$ cat src/rtl/braid_pkg.sv
package braid_pkg;

    localparam int CNT_W = 8;

    typedef enum logic [1:0] {
        PH_IDLE = 2'd0,
        PH_DATA = 2'd1,
        PH_MPAR = 2'd2,
        PH_XPAR = 2'd3
    } phase_e;

    typedef struct packed {
        phase_e           ph;
        logic [CNT_W-1:0] blk;
        logic [CNT_W-1:0] pos;
    } seq_t;

    // Row of the message that supplies column col of permuted block row.
    function automatic int diag_src(input int row, input int col, input int k);
        return (row - col + k) % k;
    endfunction

    function automatic int frame_bits(input int k, input int n, input int npr);
        return k * n + k * (n - k) + npr * (n - k);
    endfunction

endpackage

$ cat src/rtl/braid_lfsr.sv
module braid_lfsr #(
    parameter int         NK    = 8,
    parameter logic [NK-1:0] GPOLY = 8'hD1
) (
    input  logic          clk,
    input  logic          rst,
    input  logic          clr,
    input  logic          feed,
    input  logic          din,
    output logic [NK-1:0] rem_o
);

    logic          fb;
    logic [NK-1:0] rem_nxt;

    // Division of x^(n-k)*m(x) by g(x), highest-degree message bit first.
    always_comb begin
        fb      = din ^ rem_o[NK-1];
        rem_nxt = {rem_o[NK-2:0], 1'b0} ^ (fb ? GPOLY : '0);
    end

    always_ff @(posedge clk) begin
        if (rst || clr) begin
            rem_o <= '0;
        end else if (feed) begin
            rem_o <= rem_nxt;
        end
    end

endmodule

$ cat src/rtl/braid_seq.sv
module braid_seq
    import braid_pkg::*;
#(
    parameter int K   = 7,
    parameter int N   = 15,
    parameter int NPR = 4
) (
    input  logic clk,
    input  logic rst,
    input  logic start,
    input  logic adv,
    output seq_t cur,
    output logic at_last
);

    localparam logic [CNT_W-1:0] CW_END   = CNT_W'(N - 1);
    localparam logic [CNT_W-1:0] PAR_END  = CNT_W'(N - K - 1);
    localparam logic [CNT_W-1:0] MBLK_END = CNT_W'(K - 1);
    localparam logic [CNT_W-1:0] XBLK_END = CNT_W'(NPR - 1);

    logic [CNT_W-1:0] pos_end;
    logic [CNT_W-1:0] blk_end;
    logic             blk_done;
    logic             sec_done;
    phase_e           nxt_ph;

    always_comb begin
        pos_end  = (cur.ph == PH_DATA) ? CW_END : PAR_END;
        blk_end  = (cur.ph == PH_XPAR) ? XBLK_END : MBLK_END;
        blk_done = (cur.pos == pos_end);
        sec_done = blk_done && (cur.blk == blk_end);
        case (cur.ph)
            PH_DATA: nxt_ph = PH_MPAR;
            PH_MPAR: nxt_ph = PH_XPAR;
            default: nxt_ph = PH_IDLE;
        endcase
    end

    assign at_last = (cur.ph == PH_XPAR) && sec_done;

    always_ff @(posedge clk) begin
        if (rst) begin
            cur <= '{ph: PH_IDLE, blk: '0, pos: '0};
        end else if (cur.ph == PH_IDLE) begin
            if (start) begin
                cur.ph <= PH_DATA;
            end
        end else if (adv) begin
            if (!blk_done) begin
                cur.pos <= cur.pos + 1'b1;
            end else begin
                cur.pos <= '0;
                if (sec_done) begin
                    cur.blk <= '0;
                    cur.ph  <= nxt_ph;
                end else begin
                    cur.blk <= cur.blk + 1'b1;
                end
            end
        end
    end

endmodule

$ cat src/rtl/braid_enc.sv
module braid_enc
    import braid_pkg::*;
#(
    parameter int              K       = 7,
    parameter int              N       = 15,
    parameter int              NPR     = 4,
    parameter logic [N-K-1:0]  GPOLY   = 8'hD1,
    parameter int              SEL_POS [NPR] = '{8, 9, 10, 12}
) (
    input  logic           clk,
    input  logic           rst,
    input  logic           in_valid,
    output logic           in_ready,
    input  logic [K*K-1:0] msg_in,
    output logic           out_valid,
    input  logic           out_ready,
    output logic           out_bit,
    output logic           out_last
);

    localparam int NK    = N - K;
    localparam int MSGW  = K * K;
    localparam int MW    = $clog2(MSGW);
    localparam int NKB   = $clog2(NK);
    localparam int KB    = $clog2(K);
    localparam int PB    = $clog2(NPR);
    localparam int FBW   = $clog2(K + 1);
    localparam int FLW   = $clog2(NPR + 1);

    seq_t            cur;
    logic            fire;
    logic            start;
    logic [MSGW-1:0] msg_q;

    logic [NK-1:0]   pbuf [K];
    logic [NK-1:0]   xbuf [NPR];
    logic [NPR-1:0]  selq [K];

    logic [FBW-1:0]  fbit;
    logic [FLW-1:0]  fblk;

    logic            a_feed, a_clr, a_din;
    logic            b_feed, b_clr, b_din;
    logic            cap_m, cap_x;
    logic [NK-1:0]   a_rem, b_rem;
    logic [NPR-1:0]  sel_bit;
    logic [MW-1:0]   a_idx, b_idx;
    logic [KB-1:0]   blk_k;
    int              blk_i, pos_i;

    assign in_ready  = (cur.ph == PH_IDLE);
    assign out_valid = (cur.ph != PH_IDLE);
    assign start     = in_valid && in_ready;
    assign fire      = out_valid && out_ready;
    assign blk_i     = int'(cur.blk);
    assign pos_i     = int'(cur.pos);
    assign blk_k     = cur.blk[KB-1:0];

    braid_seq #(.K(K), .N(N), .NPR(NPR)) u_seq (
        .clk     (clk),
        .rst     (rst),
        .start   (start),
        .adv     (fire),
        .cur     (cur),
        .at_last (out_last)
    );

    // First encoder: rows of the message.
    braid_lfsr #(.NK(NK), .GPOLY(GPOLY)) u_enc_a (
        .clk   (clk),
        .rst   (rst),
        .clr   (a_clr),
        .feed  (a_feed),
        .din   (a_din),
        .rem_o (a_rem)
    );

    // Second encoder: permuted rows, then gathered chosen parity.
    braid_lfsr #(.NK(NK), .GPOLY(GPOLY)) u_enc_b (
        .clk   (clk),
        .rst   (rst),
        .clr   (b_clr),
        .feed  (b_feed),
        .din   (b_din),
        .rem_o (b_rem)
    );

    // Chosen parity positions read out of the first encoder's remainder.
    for (genvar s = 0; s < NPR; s++) begin : g_sel
        assign sel_bit[s] = a_rem[N - 1 - SEL_POS[s]];
    end

    always_comb begin
        a_feed  = 1'b0;
        a_clr   = 1'b0;
        a_din   = 1'b0;
        b_feed  = 1'b0;
        b_clr   = 1'b0;
        b_din   = 1'b0;
        cap_m   = 1'b0;
        cap_x   = 1'b0;
        out_bit = 1'b0;
        a_idx   = '0;
        b_idx   = '0;
        case (cur.ph)
            PH_DATA: begin
                if (cur.pos < CNT_W'(K)) begin
                    a_idx   = MW'(blk_i * K + pos_i);
                    b_idx   = MW'(diag_src(blk_i, pos_i, K) * K + pos_i);
                    a_din   = msg_q[a_idx];
                    b_din   = msg_q[b_idx];
                    out_bit = a_din;
                    a_feed  = fire;
                    b_feed  = fire;
                end else begin
                    out_bit = a_rem[NKB'(N - 1 - pos_i)];
                    a_clr   = fire && (cur.pos == CNT_W'(N - 1));
                    cap_m   = fire && (cur.pos == CNT_W'(K));
                    b_clr   = cap_m;
                end
            end
            PH_MPAR: begin
                out_bit = pbuf[blk_k][NKB'(NK - 1 - pos_i)];
                if (fblk < FLW'(NPR)) begin
                    if (fbit < FBW'(K)) begin
                        b_din  = selq[fbit[KB-1:0]][fblk[PB-1:0]];
                        b_feed = fire;
                    end else begin
                        cap_x = fire;
                        b_clr = fire;
                    end
                end
            end
            PH_XPAR: begin
                out_bit = xbuf[cur.blk[PB-1:0]][NKB'(NK - 1 - pos_i)];
            end
            default: ;
        endcase
    end

    always_ff @(posedge clk) begin
        if (rst) begin
            msg_q <= '0;
            fbit  <= '0;
            fblk  <= '0;
        end else begin
            if (start) begin
                msg_q <= msg_in;
                fbit  <= '0;
                fblk  <= '0;
            end
            if (b_feed && (cur.ph == PH_MPAR)) begin
                fbit <= fbit + 1'b1;
            end
            if (cap_x) begin
                fbit <= '0;
                fblk <= fblk + 1'b1;
            end
        end
    end

    always_ff @(posedge clk) begin
        if (cap_m) begin
            pbuf[blk_k] <= b_rem;
        end
        if (cap_x) begin
            xbuf[fblk[PB-1:0]] <= b_rem;
        end
        if (a_clr) begin
            selq[blk_k] <= sel_bit;
        end
    end

endmodule

$ cat config.mk
export PLATFORM = sky130hd
export DESIGN_NAME = braid_enc
export DESIGN_NICKNAME = d
export VERILOG_FILES = /design/src/rtl/braid_pkg.sv /design/src/rtl/braid_lfsr.sv /design/src/rtl/braid_seq.sv /design/src/rtl/braid_enc.sv
export SDC_FILE = /design/constraint.sdc
export NUM_CORES = 1
export LEC_CHECK = 0
export ABC_CLOCK_PERIOD_IN_PS = 13470
export BUFFER_PORTS_ARGS = -buffer_cell sky130_fd_sc_hd__buf_4
export CORE_ASPECT_RATIO = 0.6
export CORE_MARGIN = 5
export CORE_UTILIZATION = 55
export CTS_CLUSTER_SIZE = 10
export DETAILED_ROUTE_END_ITERATION = 8
export PLACE_DENSITY_LB_ADDON = 0.08
export SLEW_MARGIN = 15
export SYNTH_ARGS = -nofsm -noshare
export SYNTH_HDL_FRONTEND = slang
export SYNTH_SLANG_ARGS = --single-unit
$ cat constraint.sdc
create_clock -name clk -period 13.47 [get_ports clk]
set_clock_uncertainty 0.1 [all_clocks]
set_input_delay 2.694 -clock clk [delete_from_list [all_inputs] [get_ports clk]]
set_output_delay 2.694 -clock clk [all_outputs]
set_load 0.03 [all_outputs]
Word-level counts from Yosys, hierarchy flattened
Memory sizes are Yosys's and may differ from the RTL's. A register that Yosys moved wholly into a read port is not among the register bits.
Cells that the tools add are included.
- memory bits (writable): 116
- memories: 3
- flip-flop bits (word level): 89
- output and inout port bits: 4
- input port bits: 53
- multiplexer cells: 63
- div/mod/pow operators: 1
- $lt $le $gt $ge: 8
- equality and inequality tests: 8
- reduce and logical (&&, ||, !) cells: 20
- bitwise logic cells: 5
- multiply operators: 2
- add/subtract/negate cells: 10
- memory list (name ; words ; width ; read ports ; clocked after memory_dff ; wr ports ; line ; text):
    pbuf ; 7 ; 8 ; 1 ; 1 ; 1 ; braid_enc.sv:35 ; logic [NK-1:0] pbuf [K];
    xbuf ; 4 ; 8 ; 1 ; 1 ; 1 ; braid_enc.sv:36 ; logic [NK-1:0] xbuf [NPR];
    selq ; 7 ; 4 ; 1 ; 1 ; 1 ; braid_enc.sv:37 ; logic [NPR-1:0] selq [K];
- operators with widths (kind ; number):
    32-bit by 4-bit remainder unit with 32-bit output (second input constant) ; 1
    32-bit by 4-bit multiplier with 6-bit output (second input constant) ; 1
    1-bit two-way mux ; 32
    8-bit two-way mux ; 4
    3-bit two-way mux ; 8
    18-bit two-way mux ; 1
    8-bit by 1-bit adder with 8-bit output (second input constant) ; 2
    8-bit XOR ; 2
    6-bit by 7-bit < comparator with 1-bit output (second input constant) ; 2
    6-bit adder ; 2
    1-bit binary-select mux with 6-bit select ; 2
    2-bit nonzero test ; 6
    9-bit by 4-bit adder with 10-bit output (second input constant) ; 1
    3-bit by 5-bit < comparator with 1-bit output (second input constant) ; 2
    10-bit two-way mux ; 1
    2-bit two-way mux ; 5
    1-bit binary-select mux with 3-bit select ; 3
    8-bit by 8-bit subtractor with 9-bit output ; 1
    8-bit by 3-bit equality test with 1-bit output (second input constant) ; 1
    8-bit by 4-bit equality test with 1-bit output ; 1
    8-bit by 4-bit equality test with 1-bit output (second input constant) ; 1
    8-bit equality test ; 1
    8-bit by 3-bit < comparator with 1-bit output (second input constant) ; 1
    8-bit by 3-bit multiplier with 6-bit output (second input constant) ; 1
    other kinds (21) ; 35

Depth between registers and ports, before layout
Gate-level depths: netlist of the first run.
- depth after elaboration: 12
- depth in mapped cells: 47

Modules after synthesis
Synthesis of the first run repeated with hierarchy kept, for this count alone.
- cells, all modules: 1107
- area total of the unflattened synthesis: 12169.2 µm²
- modules (own cells, without submodules) (module ; instances ; cells an instance ; area an instance (µm²)):
    braid_enc ; 1 ; 915 ; 10430.0
    braid_seq ; 1 ; 112 ; 1001.0
    braid_lfsr ; 2 ; 40 ; 369.1

Worst setup path before layout of the first run
No wires, ideal clock.
- path kind: reg-to-reg
- from: register u_seq.cur[8] (netlist name)
- to: register u_enc_b.rem_o[6]
- cell stages (with the launch flop): 45
- setup slack: 3.235 ns
- arrival: 10.055 ns
- library setup time: 0.080 ns
- period minus slack after synthesis: 10.235 ns
- path buffers: 2
- required time: 13.290 ns
- cell sequence: dfxtp_1 > clkbuf_1 > inv_1 > ha_1 > inv_1 > fa_1 > inv_1 > ha_1 > and2_1 > o21ai_0 > mux2_4 > or4_1 > o211ai_2 > xor2_1 > a211o_1 > a21oi_1 > a21oi_1 > mux2_2 > (+9 left out) > a21oi_1 > a32o_1 > a31oi_1 > inv_1 > ha_1 > inv_1 > fa_1 > inv_1 > fa_1 > ha_1 > xnor2_1 > mux4_2 > mux2i_1 > nor3_1 > mux2_4 > nor3_4 > xnor3_1 > a211oi_2
- word-level cells in the longest chain between the ends: 12
- RTL lines (item ; line ; text):
    8-bit by 8-bit subtractor with 9-bit output ; braid_pkg.sv:20 ; return (row - col + k) % k;
    9-bit by 4-bit adder with 10-bit output ; braid_pkg.sv:20 ;
    32-bit by 4-bit remainder unit with 32-bit output ; braid_pkg.sv:20 ;
    32-bit by 4-bit multiplier with 6-bit output ; braid_enc.sv:109 ; b_idx = MW'(diag_src(blk_i, pos_i, K) * K + pos_i);
    6-bit adder ; braid_enc.sv:109 ;
    1-bit binary-select mux with 6-bit select ; braid_enc.sv:111 ; b_din = msg_q[b_idx];
    1-bit two-way mux (not written as such) ; braid_enc.sv:111 ;
    1-bit two-way mux ; braid_enc.sv:107 ; if (cur.pos < CNT_W'(K)) begin
    1-bit one-hot mux with 2 select lines ; braid_enc.sv:105 ; case (cur.ph)
    1-bit XOR ; braid_lfsr.sv:18 ; fb = din ^ rem_o[NK-1];
    8-bit two-way mux ; braid_lfsr.sv:19 ; rem_nxt = {rem_o[NK-2:0], 1'b0} ^ (fb ? GPOLY : '0);
    8-bit XOR ; braid_lfsr.sv:19 ;
    end signal: assignment ; braid_lfsr.sv:26 ; rem_o <= rem_nxt;
    end: declaration ; braid_lfsr.sv:10 ; output logic [NK-1:0] rem_o
No other way between the ends. The select of a mux whose other input is x is not followed.
A chain may end at the register's enable or synchronous reset.

Final worst setup path of the first run
- from: register u_seq.cur[8] (netlist name)
- to: register u_enc_b.rem_o[4]
- word-level cells in the longest chain between the ends: 12
- RTL lines (item ; line):
    8-bit by 8-bit subtractor with 9-bit output ; braid_pkg.sv:20
    9-bit by 4-bit adder with 10-bit output ; braid_pkg.sv:20
    32-bit by 4-bit remainder unit with 32-bit output ; braid_pkg.sv:20
    32-bit by 4-bit multiplier with 6-bit output ; braid_enc.sv:109
    6-bit adder ; braid_enc.sv:109
    1-bit binary-select mux with 6-bit select ; braid_enc.sv:111
    1-bit two-way mux (not written as such) ; braid_enc.sv:111
    1-bit two-way mux ; braid_enc.sv:107
    1-bit one-hot mux with 2 select lines ; braid_enc.sv:105
    1-bit XOR ; braid_lfsr.sv:18
    8-bit two-way mux ; braid_lfsr.sv:19
    8-bit XOR ; braid_lfsr.sv:19
No other way between the ends. The select of a mux whose other input is x is not followed.

==> out/qor.txt, run 1 <==
DR iter-0 viols: 895
Post-synth ARST share: 0%
Max-cap violations: 0
Post-DP Area: 12,600 um2
Die area: 24,900 um2
Fin crit share: 85.3%
Post-synth EDFFs: 116
Hold-fix buffers, CTS: 0
Dominant synthesized flop cell: edfxtp_1
RSZ-0062 raised after global routing: no
Slew @ Worst Pin: 1.12 ns
Slew headroom: 25.0%
Starting density of the core: 56.4%
Final Util: 63.0%
Setup slack at placement: 2.11 ns
Avg Cell Area, Syn: 11.0 um2
Crit path max-delay cell type: ha_1
DRT Pass-1 Iters: 5
Total clock sinks: 211
Power Total: 3.07 mW
DRC Markers: 0
CTS Buffer Depth: 3
Post-Syn Instances: 1,093
Die height: 124 um
Critical Path AT: 11.83 ns
Max-slew violation count: 0
Sequential area share after synthesis: 44.9%
Mapped Nets: 1,205
Lkg Pwr: 4.94 nW
Setup violators final: 0
CP Capture Type: register
Global Route Usage Sum: 22.1%
CP required: 13.81 ns
Largest net degree at the start of global routing: 68
# rows: 41
Number of routed nets with antenna violations: 0
Critical Path Max Stage Delay: 0.97 ns
Final instance area: 13,400 um2
Highest Clock Rate: 87.0 MHz
Cell family with most CP delay: adder cells
Filler Cells Inserted: 1,689
Hpwl dp: 20.5 mm
Area leader, netlist: edfxtp_1
Grt ovf: 0
Vias: 8,569
Number of global-route vias before repair: 7,920
Synth warn: 0
#FFs+latches synth: 211
I/O Buffers: 56
Crit path max fanout: 24
Antenna violations before repair: 0
Met3 WL post-DR: 2.41 mm
CTS Root Cell: clkbuf_16
Hold Path Class: reg2reg
Ranking of synthesized cells by area: edfxtp_1 29%, dfxtp_1 16%, mux4_2 11%
Nature of the critical path startpoint: register
Hold Fails Final Rpt: 0
Fin worst setup slack: 1.98 ns
Proportion of layout cells with a drive suffix above 1: 16.7%
Synth cell types: 83
Ant diodes: 0
Clk Latency, worst-skew pair: 0.53 ns
Tmin final: 11.49 ns
Final wirelength: 28.2 mm
Most common cell in the synthesized netlist: nand2_1
Cell Area, Synth: 12,000 um2
Routed vias/inst: 5.98
Die width: 201 um
I/O pins: 57
Status: finished clean
CTS resizes: 0
Share of the synthesized area in the top cell type: 29.1%
Post-Route M1 WL: 14.4 mm
CP Buf/Inv Count: 4
Met2 wire len: 10.9 mm
H-tree level count: 1
WL per Instance: 19.6 um
Core box area: 21,200 um2
PD cells: 229 nW/um2
Setup TNS: 0 ns
Type of the worst setup path: reg2reg
CTS Buf Count: 25
DR top layer: met4
Setup bufs post-CTS: 0
Nets@finish: 1,251
Gpl congestion: 0.891
Peak supply drop: 0.370 mV
CTS tree: built
First-pass GRT wire length: 44.8 mm
Layout area overhead: 11.6%
Commonest cells post-synth: 178 x nand2_1, 116 x edfxtp_1, 95 x dfxtp_1
Most used cell, CP: ha_1
Clock slew at reported path FFs: 0.06 ns
-- where the power goes --
| part | leakage (nW) | internal (mW) | total [mW] | switching, mW |
|---|---|---|---|---|
| logic | 2.65 | 0.783 | 1.75 | 0.966 |
| clock network | 0.354 | 0.366 | 0.620 | 0.254 |
| registers | 1.93 | 0.686 | 0.697 | 0.0111 |
-- per-layer routing --
metal	vias up	GRT usage (%)
li1	4114	-
met1	4088	37.7
met2	324	27.9
met3	43	5.20
met4	0	4.12
met5	-	0
-- cells in the final DEF, fill, tap and decap left out, types with 6 or more instances in the layout --
cell and n:
nand2_1 178, edfxtp_1 116, dfxtp_1 95, a21oi_1 94
buf_4 62, nor2_1 61, mux4_2 60, ha_1 45
inv_1 44, xnor2_1 37, o21ai_0 29, mux2i_1 25
clkbuf_16 25, nor3_1 24, xor2_1 19, and2_1 19
nand3_1 17, and3_1 16, clkbuf_1 15, fa_1 14
nor2b_1 9, a21o_1 8, a211oi_1 7, nand4_1 7
nand2b_1 7, o21ai_1 6, a31oi_1 6, or3_1 6
-- cell families (layout without fill, tap and decap cells) --
logic type	after synthesis	after routing	share of synthesized area, %
AND/OR/NAND/NOR	368	368	14.3
XOR/XNOR	60	60	4.74
AO/OA/AOI/OAI	217	217	12.3
multiplexers	91	91	14.0
adder cells (fa/ha/maj)	59	59	7.04
flip-flops	211	211	44.9
buffers and inverters	87	149	2.77
-- registers in the layout, indices dropped and copies added, names as in the netlist, named ones only --
name,flops
selq,28
u_seq.cur,18
u_enc_a.rem_o,8
fblk,3
xbuf,32
u_enc_b.rem_o,8
pbuf,56
fbit,3
msg_q,49
-- per-stage QoR --
stage | hold slack, ns | instances
floorplan | 0.342 | 1093
finish | 0.370 | 1434
global route | 0.391 | 1434
global placement | 0.355 | 1391
CTS | 0.370 | 1434
detailed placement | 0.362 | 1391
-- worst reg2reg max path: cells and delay by family (launching register included) --
family / cells / cell delay (ns)
adder cells (fa/ha/maj): 8 / 3.57
AO/OA/AOI/OAI: 11 / 2.29
AND/OR/NAND/NOR: 7 / 1.79
buffers and inverters: 4 / 0.40
flip-flops: 1 / 0.56
multiplexers: 5 / 1.49
XOR/XNOR: 4 / 1.22
-- final timing paths --
path / start / endpoint / slack [ns] / depth (start not counted)
setup reg to reg: u_seq.cur[8]$_SDFFE_PP0P_ / u_enc_b.rem_o[4]$_SDFFE_PP0P_ / 1.98 / 39
setup / recovery: u_seq.cur[8]$_SDFFE_PP0P_ / u_enc_b.rem_o[4]$_SDFFE_PP0P_ / 1.98 / 39
hold reg to reg: msg_q[42]$_SDFFE_PP0P_ / msg_q[42]$_SDFFE_PP0P_ / 0.37 / 2
hold / removal: msg_q[42]$_SDFFE_PP0P_ / msg_q[42]$_SDFFE_PP0P_ / 0.37 / 2
-- final cells by class --
cell class	count	area, um2	area share, %
Clock inverter	3	56.3	0.421
Inverter	44	165	1.23
Multi-Input combinational cell	795	6280	46.9
Timing Repair Buffer	62	465	3.48
Sequential cell	211	5390	40.3
Clock buffer	40	682	5.10
Tap cell	279	349	2.61
(Power assumes the default switching activity.)
==> inputs of run 2 (changes only) <==
--- a/config.mk
+++ b/config.mk
@@ -5,8 +5,9 @@
 export SDC_FILE = /design/constraint.sdc
 export NUM_CORES = 1
 export LEC_CHECK = 0
-export ABC_CLOCK_PERIOD_IN_PS = 13470
+export ABC_CLOCK_PERIOD_IN_PS = 13700
 export BUFFER_PORTS_ARGS = -buffer_cell sky130_fd_sc_hd__buf_4
+export CAP_MARGIN = 10
 export CORE_ASPECT_RATIO = 0.6
 export CORE_MARGIN = 5
 export CORE_UTILIZATION = 55
==> constraint.sdc (replaced) <==
create_clock -name clk -period 13.7 [get_ports clk]
set_clock_uncertainty 0.1 [all_clocks]
set_input_delay 2.74 -clock clk [delete_from_list [all_inputs] [get_ports clk]]
set_output_delay 2.74 -clock clk [all_outputs]
set_load 0.03 [all_outputs]
==> out/qor.txt, run 2 (synthesis gave the netlist of run 1 again) <==
CP Capture Type: register
Most common cell after layout, fill and taps aside: nand2_1
DRT Pass-1 Iters: 6
Type of the worst setup path: reg2reg
Proportion of layout cells with a drive suffix above 1: 16.8%
Max-cap violations: 0
CP required: 14.03 ns
Status: finished clean
Gpl congestion: 0.891
Nature of the critical path startpoint: register
DR iter-0 viols: 866
Clock network power share: 19.6%
Setup TNS: 0 ns
Nets@finish: 1,251
Die area: 24,900 um2
Setup slack, reg-to-reg: 2.17 ns
Routed vias/inst: 6.01
Starting density of the core: 56.4%
Max-slew violation count: 0
# rows: 41
R2R Path End: u_enc_b.rem_o[4]$_SDFFE_PP0P_
Highest Clock Rate: 86.7 MHz
Hold Fails Final Rpt: 0
Die width: 201 um
Peak supply drop: 0.364 mV
Number of routed nets with antenna violations: 0
Worst hold stages: 2
Final Util: 62.9%
WL per Instance: 19.7 um
Lkg Pwr: 4.93 nW
Fin crit share: 84.2%
Post-DP Area: 12,600 um2
Register with the most flip-flops: pbuf
PD cells: 225 nW/um2
Most frequent cells in the layout: 178 x nand2_1, 116 x edfxtp_1, 95 x dfxtp_1
Sw Pwr: 1.22 mW
Most used cell, CP: ha_1
Die height: 124 um
Antenna violations before repair: 0
I/O Buffers: 56
Final instance area: 13,400 um2
First-pass GRT wire length: 45.0 mm
Layout area overhead: 11.4%
Crit path max fanout: 24
Worst Hold End: msg_q[47]$_SDFFE_PP0P_
Slew headroom: 25.7%
Combinational power share: 57.6%
Hold Path Class: reg2reg
Global Route Usage Sum: 22.1%
Tmin final: 11.53 ns
Critical Path AT: 11.86 ns
Final hold slack: 0.370 ns
Register-to-Register Path Depth: 38
Inst Count DP: 1,391
RR Startpoint: u_seq.cur[8]$_SDFFE_PP0P_
Number of global-route vias before repair: 8,063
Clock slew at reported path FFs: 0.06 ns
I/O pins: 57
Clk Latency, worst-skew pair: 0.52 ns
CTS Buffer Depth: 3
CTS resizes: 0
Final wirelength: 28.2 mm
RSZ-0062 raised after global routing: no
Crit path max-delay cell type: ha_1
Ant diodes: 0
Non-filler cells, final: 1,434
Hold-fix buffers, CTS: 0
Origin of the worst min-delay path: msg_q[47]$_SDFFE_PP0P_
Grt ovf: 0
CTS Root Cell: clkbuf_16
Largest register FFs: 56
DRC Markers: 0
Largest net degree at the start of global routing: 68
CTS Buf Count: 25
H-tree level count: 1
Total clock sinks: 211
Critical Path Max Stage Delay: 0.98 ns
Vias: 8,623
Slew @ Worst Pin: 1.10 ns
Setup violators final: 0
Core box area: 21,200 um2
Hpwl dp: 20.5 mm
Setup bufs post-CTS: 0
CTS tree: built
Sw Ratio: 40.6%
P_int: 1.79 mW
Seq pwr share: 22.8%
==> run 2: cell count changes in the layout (fill, tap and decap cells not counted), sizes merged <==
cell    change
bufinv      -1
clkinv      +2
inv         -1
==> run 2: cell type report <==
class / count / area, um2
Sequential cell: 211 / 5390
Tap cell: 279 / 349
Fill cell: 1739 / 7890
Multi-Input combinational cell: 795 / 6280
Timing Repair Buffer: 62 / 465
Clock inverter: 3 / 18.8
Inverter: 44 / 165
Clock buffer: 40 / 692
==> run 2: worst max path at each step <==
stage | startpoint | cells after the start | end
2_1_floorplan | u_seq.cur[8]$_SDFFE_PP0P_ | 44 | u_enc_b.rem_o[6]$_SDFFE_PP0P_
3_5_place_dp | u_seq.cur[8]$_SDFFE_PP0P_ | 39 | u_enc_b.rem_o[4]$_SDFFE_PP0P_
5_1_grt | u_seq.cur[8]$_SDFFE_PP0P_ | 38 | u_enc_b.rem_o[4]$_SDFFE_PP0P_
4_1_cts | u_seq.cur[8]$_SDFFE_PP0P_ | 39 | u_enc_b.rem_o[4]$_SDFFE_PP0P_
6_report | u_seq.cur[8]$_SDFFE_PP0P_ | 38 | u_enc_b.rem_o[4]$_SDFFE_PP0P_
3_3_place_gp | u_seq.cur[8]$_SDFFE_PP0P_ | 39 | u_enc_b.rem_o[4]$_SDFFE_PP0P_
==> run 2: worst max-delay path: cells and delay by family, from the launching register on <==
kind | cells | cell delay, ns
multiplexers | 4 | 1.24
AO/OA/AOI/OAI | 10 | 2.13
AND/OR/NAND/NOR | 7 | 1.82
flip-flops | 1 | 0.56
adder cells (fa/ha/maj) | 8 | 3.57
buffers and inverters | 4 | 0.41
XOR/XNOR | 5 | 1.59
==> run 2: power by group through the flow <==
stage               logic [mW]  registers (mW)  clock network (mW)
floorplan                 1.42           0.694                   0
global placement          1.68           0.697                   0
detailed placement        1.73           0.698                   0
CTS                       1.73           0.685               0.603
global route              1.92           0.686               0.632
finish                    1.73           0.685               0.592
==> run 2: metal layers <==
layer / GRT usage, % / share of wire (%) / wire length (um)
met1: 37.9 / 53 / 14800
met2: 28.9 / 39 / 11100
met3: 3.85 / 6.9 / 1950
met4: 3.72 / 1.3 / 376
met5: 0 / 0 / 0
==> run 2: metrics by stage <==
| stage | total power, mW | setup WS, ns |
|---|---|---|
| 3_3_place_gp | 2.38 | 2.70 |
| 3_5_place_dp | 2.42 | 2.36 |
| 5_1_grt | 3.24 | 1.34 |
| 6_report | 3.01 | 2.17 |
| 4_1_cts | 3.02 | 2.30 |
| 2_1_floorplan | 2.12 | 3.47 |
